**config.mk**
```make
export PLATFORM = sky130hd
export DESIGN_NAME = gj_phase_seq
export DESIGN_NICKNAME = d
export VERILOG_FILES = /design/src/rtl/gj_seq_pkg.sv /design/src/rtl/gj_size_clamp.sv /design/src/rtl/gj_row_step.sv /design/src/rtl/gj_phase_ctrl.sv /design/src/rtl/gj_phase_seq.sv
export SDC_FILE = /design/constraint.sdc
export NUM_CORES = 1
export LEC_CHECK = 0
export ABC_CLOCK_PERIOD_IN_PS = 1600
export BUFFER_PORTS_ARGS = -buffer_cell sky130_fd_sc_hd__buf_2
export CORE_MARGIN = 8
export CORE_UTILIZATION = 46
export CTS_CLUSTER_SIZE = 25
export DETAILED_ROUTE_END_ITERATION = 10
export PLACE_DENSITY = 0.73
export SLEW_MARGIN = 40
export SYNTH_ARGS = -nofsm -noshare
export SYNTH_HDL_FRONTEND = slang
export SYNTH_SLANG_ARGS = --single-unit
```
**constraint.sdc**
```tcl
create_clock -name clk -period 1.6 [get_ports clk]
set_clock_uncertainty 0.1 [all_clocks]
set_input_delay 0.32 -clock clk [delete_from_list [all_inputs] [get_ports clk]]
set_output_delay 0.32 -clock clk [all_outputs]
set_load 0.01 [all_outputs]
```
**src/rtl/gj_seq_pkg.sv**
```systemverilog
package gj_seq_pkg;
  typedef enum logic [1:0] {
    PH_IDLE = 2'd0,
    PH_INIT = 2'd1,
    PH_ELIM = 2'd2,
    PH_RET  = 2'd3
  } phase_e;
endpackage

```
**src/rtl/gj_size_clamp.sv**
```systemverilog
module gj_size_clamp #(
  parameter int MAX_ROWS = 26,
  localparam int RW = $clog2(MAX_ROWS + 1)
) (
  input  logic [RW-1:0] size_req,
  output logic [RW-1:0] size_eff,
  output logic          size_bad
);
  always_comb begin
    size_bad = (size_req == '0) || (size_req > RW'(MAX_ROWS));
    size_eff = size_bad ? RW'(MAX_ROWS) : size_req;
  end
endmodule

```
**src/rtl/gj_row_step.sv**
```systemverilog
module gj_row_step #(
  parameter int MAX_ROWS = 26,
  localparam int RW = $clog2(MAX_ROWS + 1)
) (
  input  logic          clk,
  input  logic          rst,
  input  logic          load,
  input  logic [RW-1:0] n_load,
  input  logic          adv,
  input  logic          final_pass,
  output logic [RW-1:0] row,
  output logic          at_end
);
  logic [RW-1:0] n_q;

  assign at_end = (row == n_q);

  always_ff @(posedge clk) begin
    if (rst) begin
      row <= '0;
      n_q <= '0;
    end else if (load) begin
      row <= RW'(1);
      n_q <= n_load;
    end else if (adv) begin
      if (at_end) row <= final_pass ? '0 : RW'(1);
      else        row <= row + RW'(1);
    end
  end
endmodule

```
**src/rtl/gj_phase_ctrl.sv**
```systemverilog
module gj_phase_ctrl
  import gj_seq_pkg::*;
(
  input  logic   clk,
  input  logic   rst,
  input  logic   accept,
  input  logic   pass_done,
  output phase_e phase,
  output logic   finished
);
  always_ff @(posedge clk) begin
    if (rst) begin
      phase    <= PH_IDLE;
      finished <= 1'b0;
    end else begin
      finished <= 1'b0;
      if (accept) begin
        phase <= PH_INIT;
      end else if (pass_done) begin
        unique case (phase)
          PH_INIT: phase <= PH_ELIM;
          PH_ELIM: phase <= PH_RET;
          PH_RET: begin
            phase    <= PH_IDLE;
            finished <= 1'b1;
          end
          default: phase <= PH_IDLE;
        endcase
      end
    end
  end
endmodule

```
**src/rtl/gj_phase_seq.sv**
```systemverilog
module gj_phase_seq
  import gj_seq_pkg::*;
#(
  parameter int MAX_ROWS = 26,
  localparam int RW = $clog2(MAX_ROWS + 1)
) (
  input  logic          clk,
  input  logic          rst,
  input  logic          start,
  input  logic [RW-1:0] size_in,
  input  logic          core_done,
  output logic [1:0]    phase,
  output logic [RW-1:0] ref_row,
  output logic          finished,
  output logic          size_err
);
  phase_e        ph_q;
  logic          running, accept, adv, at_end;
  logic [RW-1:0] size_eff;
  logic          size_bad;

  assign running = (ph_q != PH_IDLE);
  assign accept  = start && !running;
  assign adv     = core_done && running;
  assign phase   = ph_q;

  gj_size_clamp #(.MAX_ROWS(MAX_ROWS)) u_clamp (
    .size_req(size_in), .size_eff(size_eff), .size_bad(size_bad)
  );

  gj_row_step #(.MAX_ROWS(MAX_ROWS)) u_row (
    .clk(clk), .rst(rst), .load(accept), .n_load(size_eff), .adv(adv),
    .final_pass(ph_q == PH_RET), .row(ref_row), .at_end(at_end)
  );

  gj_phase_ctrl u_ph (
    .clk(clk), .rst(rst), .accept(accept), .pass_done(adv && at_end),
    .phase(ph_q), .finished(finished)
  );

  always_ff @(posedge clk) begin
    if (rst)         size_err <= 1'b0;
    else if (accept) size_err <= size_bad;
  end
endmodule

```
* Word level (Yosys, flattened, before mapping)
Index checks and enable logic that the tools add are counted.
** Cells by class
- Add/sub/neg operators :: 1
- Magnitude comparators :: 1
- Equality and inequality tests :: 4
- Multiplexer cells :: 9
- Bitwise logic cells :: 1
- Reductions and logical operators :: 11
** Operator list (number)
- $mux 5 :: 2
- $mux 1 :: 6
- $reduce_bool 2->1 :: 3
- $add 5x1->5 const B :: 1
- $eq 5x5->1 :: 1
- $gt 5x5->1 const B :: 1
- $logic_not 5->1 :: 1
- $eq 2x2->1 const B :: 2
- $pmux 2 s2 :: 1
- $logic_and 1x1->1 :: 3
- $reduce_or 3->1 :: 1
- $eq 2x1->1 const B :: 1
- $reduce_or 2->1 :: 1
- $logic_not 1->1 :: 1
- $logic_or 1x1->1 :: 1
- $not 1->1 :: 1
** Word-level totals
- Flip-flop bits (word level) :: 14
- Bits of input ports :: 9
- Output and inout port bits :: 9
- Word-level logic and storage cells :: 34

* Logic depth before layout (Yosys ltp)
- Word-level depth :: 5
- Gate-level depth with buffers :: 7
- Mapped depth without buffers :: 6

* By module
A second synthesis with hierarchy kept.
** Second synthesis, totals
- Cell total of the unflattened synthesis :: 88
- Area, all modules :: 812.0 µm²
** Modules (own cells, without submodules)
- gj_row_step :: times used 1, cells an instance 54, area each 519.2 µm², seq. area each 200.2 µm²
- gj_phase_ctrl :: times used 1, cells an instance 13, area each 130.1 µm², seq. area each 60.1 µm²
- gj_phase_seq :: times used 1, cells an instance 8, area each 82.6 µm², seq. area each 20.0 µm²
- gj_size_clamp :: times used 1, cells an instance 13, area each 80.1 µm², seq. area each 0.0 µm²

* Least setup slack after synthesis
No wires, ideal clock.
- Path kind :: register to register
- Start point :: register u_ph.phase[0]
- End point :: register u_ph.phase[1]
- Setup time :: 0.122 ns
- Data arrival time :: 1.467 ns
- Required time :: 1.378 ns
- Setup slack :: -0.089 ns
- Stages on the path, launching flop included :: 7
- Buffers on the path :: 0
- Clock period less this slack :: 1.689 ns
- Cells stage by stage :: dfxtp_1 inv_1 ha_1 nand2b_1 or3_4 o211ai_1 o21ai_1
** Between the ends
- Word-level cells in the longest chain between the ends :: 4
- Elaborated cells between the ends (all ways) :: 9
- Those cells by class :: 2 x eq/ne; 1 x mux; 6 x reduce/logical
** RTL lines
- start, declared :: RTL line gj_phase_ctrl.sv:8 : output phase_e phase,
- start signal, assigned :: RTL line gj_phase_ctrl.sv:13 : phase <= PH_IDLE;
- start signal, assigned :: RTL line gj_phase_ctrl.sv:18 : phase <= PH_INIT;
- start signal, assigned :: RTL line gj_phase_ctrl.sv:21 : PH_INIT: phase <= PH_ELIM;
- $reduce_bool 2->1 :: RTL line gj_phase_seq.sv:22 : assign running = (ph_q != PH_IDLE);
- $logic_not 1->1 :: RTL line gj_phase_seq.sv:23 : assign accept = start && !running;
- $logic_and 1x1->1 :: RTL line gj_phase_seq.sv:23
- $reduce_or 2->1 (no source line)
Several ways; a longest one is shown, not always the timed one.
A chain may end at the register's enable or synchronous reset.

* Worst setup path after layout
Ends and elaborated chain as after synthesis.

==> key figures <==
Setup path
  • Slowest CP cell: or3_4
  • CP max stage delay: 0.38 ns
  • Worst path cell trace: inv_4 -> ha_4 -> nand2b_4 -> or3_4 -> o211ai_1 -> o21ai_1
  • Max FO, Critical Path: 4
  • CP endpoint kind: register
  • Required @ worst endpoint: 1.66 ns
  • Crit path arrival time: 1.63 ns
  • R2r setup slk: 0.03 ns
  • Depth of the most critical reg-to-reg path: 6
  • Startpoint types: register
  • Critical path type: register to register

GRT
  • Tot GR Track Use: 0.124
  • Initial antenna violation count: 0
  • Vias in the first global route: 747
  • Grt total ovfl: 0
  • Largest net degree at the start of global routing: 11
  • Global-route wire length before repair: 3310 um

Place
  • Pre-CTS WS: 0.00239 ns
  • I/O Buffers: 17
  • Hpwl dp: 1400 um
  • Routability cong.: 0.741
  • Dpl cells: 124

Timing
  • PnR worst setup slack: 0.0331 ns
  • Slew margin rel.: 0.748
  • Min Hold Slack: 0.222 ns
  • Min cycle time layout: 1.57 ns
  • Slew @ Worst Pin: 0.377 ns
  • Fmax: 638 MHz
  • RSZ-0062 raised after global routing: yes
  • Setup violators final: 0
  • Period utilization: 0.979
  • Max-slew violations: 0
  • Sum Neg Setup Slack: 0 ns
  • Final Hold Fails: 0

Floorplan
  • Initial Utilization: 0.498
  • IO Count: 18
  • Die area: 0.00323 mm2
  • Die Ht: 56.9 um
  • Core ar.: 0.00154 mm2
  • Die width: 56.9 um
  • Row cnt: 14

Drt
  • Pre-antenna DRT Iters: 4
  • WL/cell: 14.1 um
  • M1 WL: 886 um
  • Vias: 723
  • Met3 wire len: 67 um
  • Final ANT Viol Nets: 0
  • Top layer used by detailed routing: met4
  • DRC Markers: 0
  • Detailed-route wire length: 1860 um
  • Met2 wire length: 893 um
  • Via-to-Cell Ratio: 5.48
  • Iter 0 DRT Violations: 13

Clocking
  • Clock buffer depth: 2
  • Root Buffer: clkbuf_4
  • # clock sinks: 14
  • Hold-fix buffers, CTS: 0
  • H-tree levels: 1
  • CTS buffer count: 3
  • Clock latency at the later pin of the worst-skew pair: 0.28 ns
  • Reg clk slew, reported paths: 0.09 ns
  • CTS tree: done

Status
  • Status: complete, no violations

Power and ir drop
  • Peak supply drop: 0.000405 V
  • P per Cell Area: 856 mW/mm2
  • Post-layout power: 841 uW
  • Leak: 0.000417 uW

Synth
  • Register area share after synthesis: 0.365
  • Post-Synthesis Cells: 90
  • Post-Syn Area: 768 um2
  • Syn_area_per_cell: 8.54 um2
  • Top cell type's share of synthesized area: 0.365
  • Ranking of synthesized cells by area: dfxtp_1 (36%), ha_1 (6.5%), nor3_1 (5.2%)
  • Top cell type by total area after synthesis: dfxtp_1
  • Unique masters post-synth: 30
  • EDFF count, synth: 0
  • Top_reg_cell synth: dfxtp_1
  • Seq cells post-synth: 14
  • Post-synth ARST share: 0
  • Synth warnings: 0
  • Mapped Nets: 103

Final layout
  • Ant diodes: 0
  • Final instance count without filler cells: 132
  • Most frequent cells in the layout: buf_2 (17), dfxtp_1 (12), nor3_1 (8), buf_4 (8)
  • Commonest non-fill, non-tap cell in the layout: buf_2
  • Area grow syn2layout: 27.9%
  • Fraction of layout cells with a size suffix above 1: 0.388
  • Nets: 130

Worst hold path
  • Hold Path Class: input port to register
  • Hold path depth: 3

Run
  • Max-Cap Viols: 0
worst max-delay path, delay by kind of cell (launching register included):
family                   cells  cell delay [ns]
AND/OR/NAND/NOR              2             0.52
flip-flops                   1             0.36
adder cells (fa/ha/maj)      1             0.16
buffers and inverters        1             0.05
AO/OA/AOI/OAI                2             0.27
report_power, final:
group	total [uW]	switching (uW)	internal [uW]
clock network	254	116	138
registers	388	19.4	369
logic	199	106	93.0
total	841	241	600
synth_stat cells, drive strengths merged (3+ instances only):
master / count
o21ai: 6
and3: 3
nand3: 7
a21oi: 5
nand2: 7
nor2: 9
nor3: 8
inv: 3
xnor2: 4
ha: 4
dfxtp: 14
logic make-up (layout without fill, tap and decap cells):
family / Yosys count / count (layout) / share of synthesized area
AO/OA/AOI/OAI: 15 / 15 / 0.111
AND/OR/NAND/NOR: 45 / 45 / 0.340
XOR/XNOR: 6 / 6 / 0.0879
buffers and inverters: 6 / 32 / 0.0309
flip-flops: 14 / 14 / 0.365
adder cells (fa/ha/maj): 4 / 4 / 0.0651
state kept, by name, summed over array words and instances (netlist names):
name	cells
size_err	1
u_ph.finished	1
u_ph.phase	2
u_row.n_q	5
u_row.row	5
per-stage QoR:
| stage | util | instance area, um2 |
|---|---|---|
| after floorplan | - | 781 |
| after global placement | 0.586 | 903 |
| after detailed placement | 0.586 | 903 |
| after CTS | 0.621 | 957 |
| after global routing | 0.637 | 982 |
| final | 0.637 | 982 |
routing by layer:
| layer | vias to the layer above | track usage |
|---|---|---|
| met3 | 2 | 0.0337 |
| met2 | 17 | 0.185 |
| met5 | - | 0 |
| met4 | 0 | 0.0503 |
| li1 | 372 | - |
| met1 | 332 | 0.162 |
final cells by class:
cell class | count | area (um2)
Inverter | 3 | 13.8
Tap cell | 16 | 20.0
Fill cell | 136 | 559
Sequential cell | 14 | 283
Clock buffer | 4 | 36.3
Multi-Input combinational cell | 70 | 484
Timing Repair Buffer | 25 | 145
what timing repair did:
action	4_1_cts	5_1_grt
buffers inserted	1	3
endpoints found under the setup margin	2	2
endpoints found under the hold margin	0	0
resized for setup	2	2
pin swaps	2	3
path summary, 6_finish.rpt:
check	from	to
worst max-delay path	u_ph.phase[0]$_SDFFE_PP0P_	u_ph.phase[1]$_SDFFE_PP0P_
worst min-delay path	size_in[2]	u_row.n_q[2]$_SDFFE_PP0P_
worst max register to register	u_ph.phase[0]$_SDFFE_PP0P_	u_ph.phase[1]$_SDFFE_PP0P_
worst min register to register	size_err$_SDFFE_PP0P_	size_err$_SDFFE_PP0P_
Note: power is estimated with default switching activity, not from simulation.
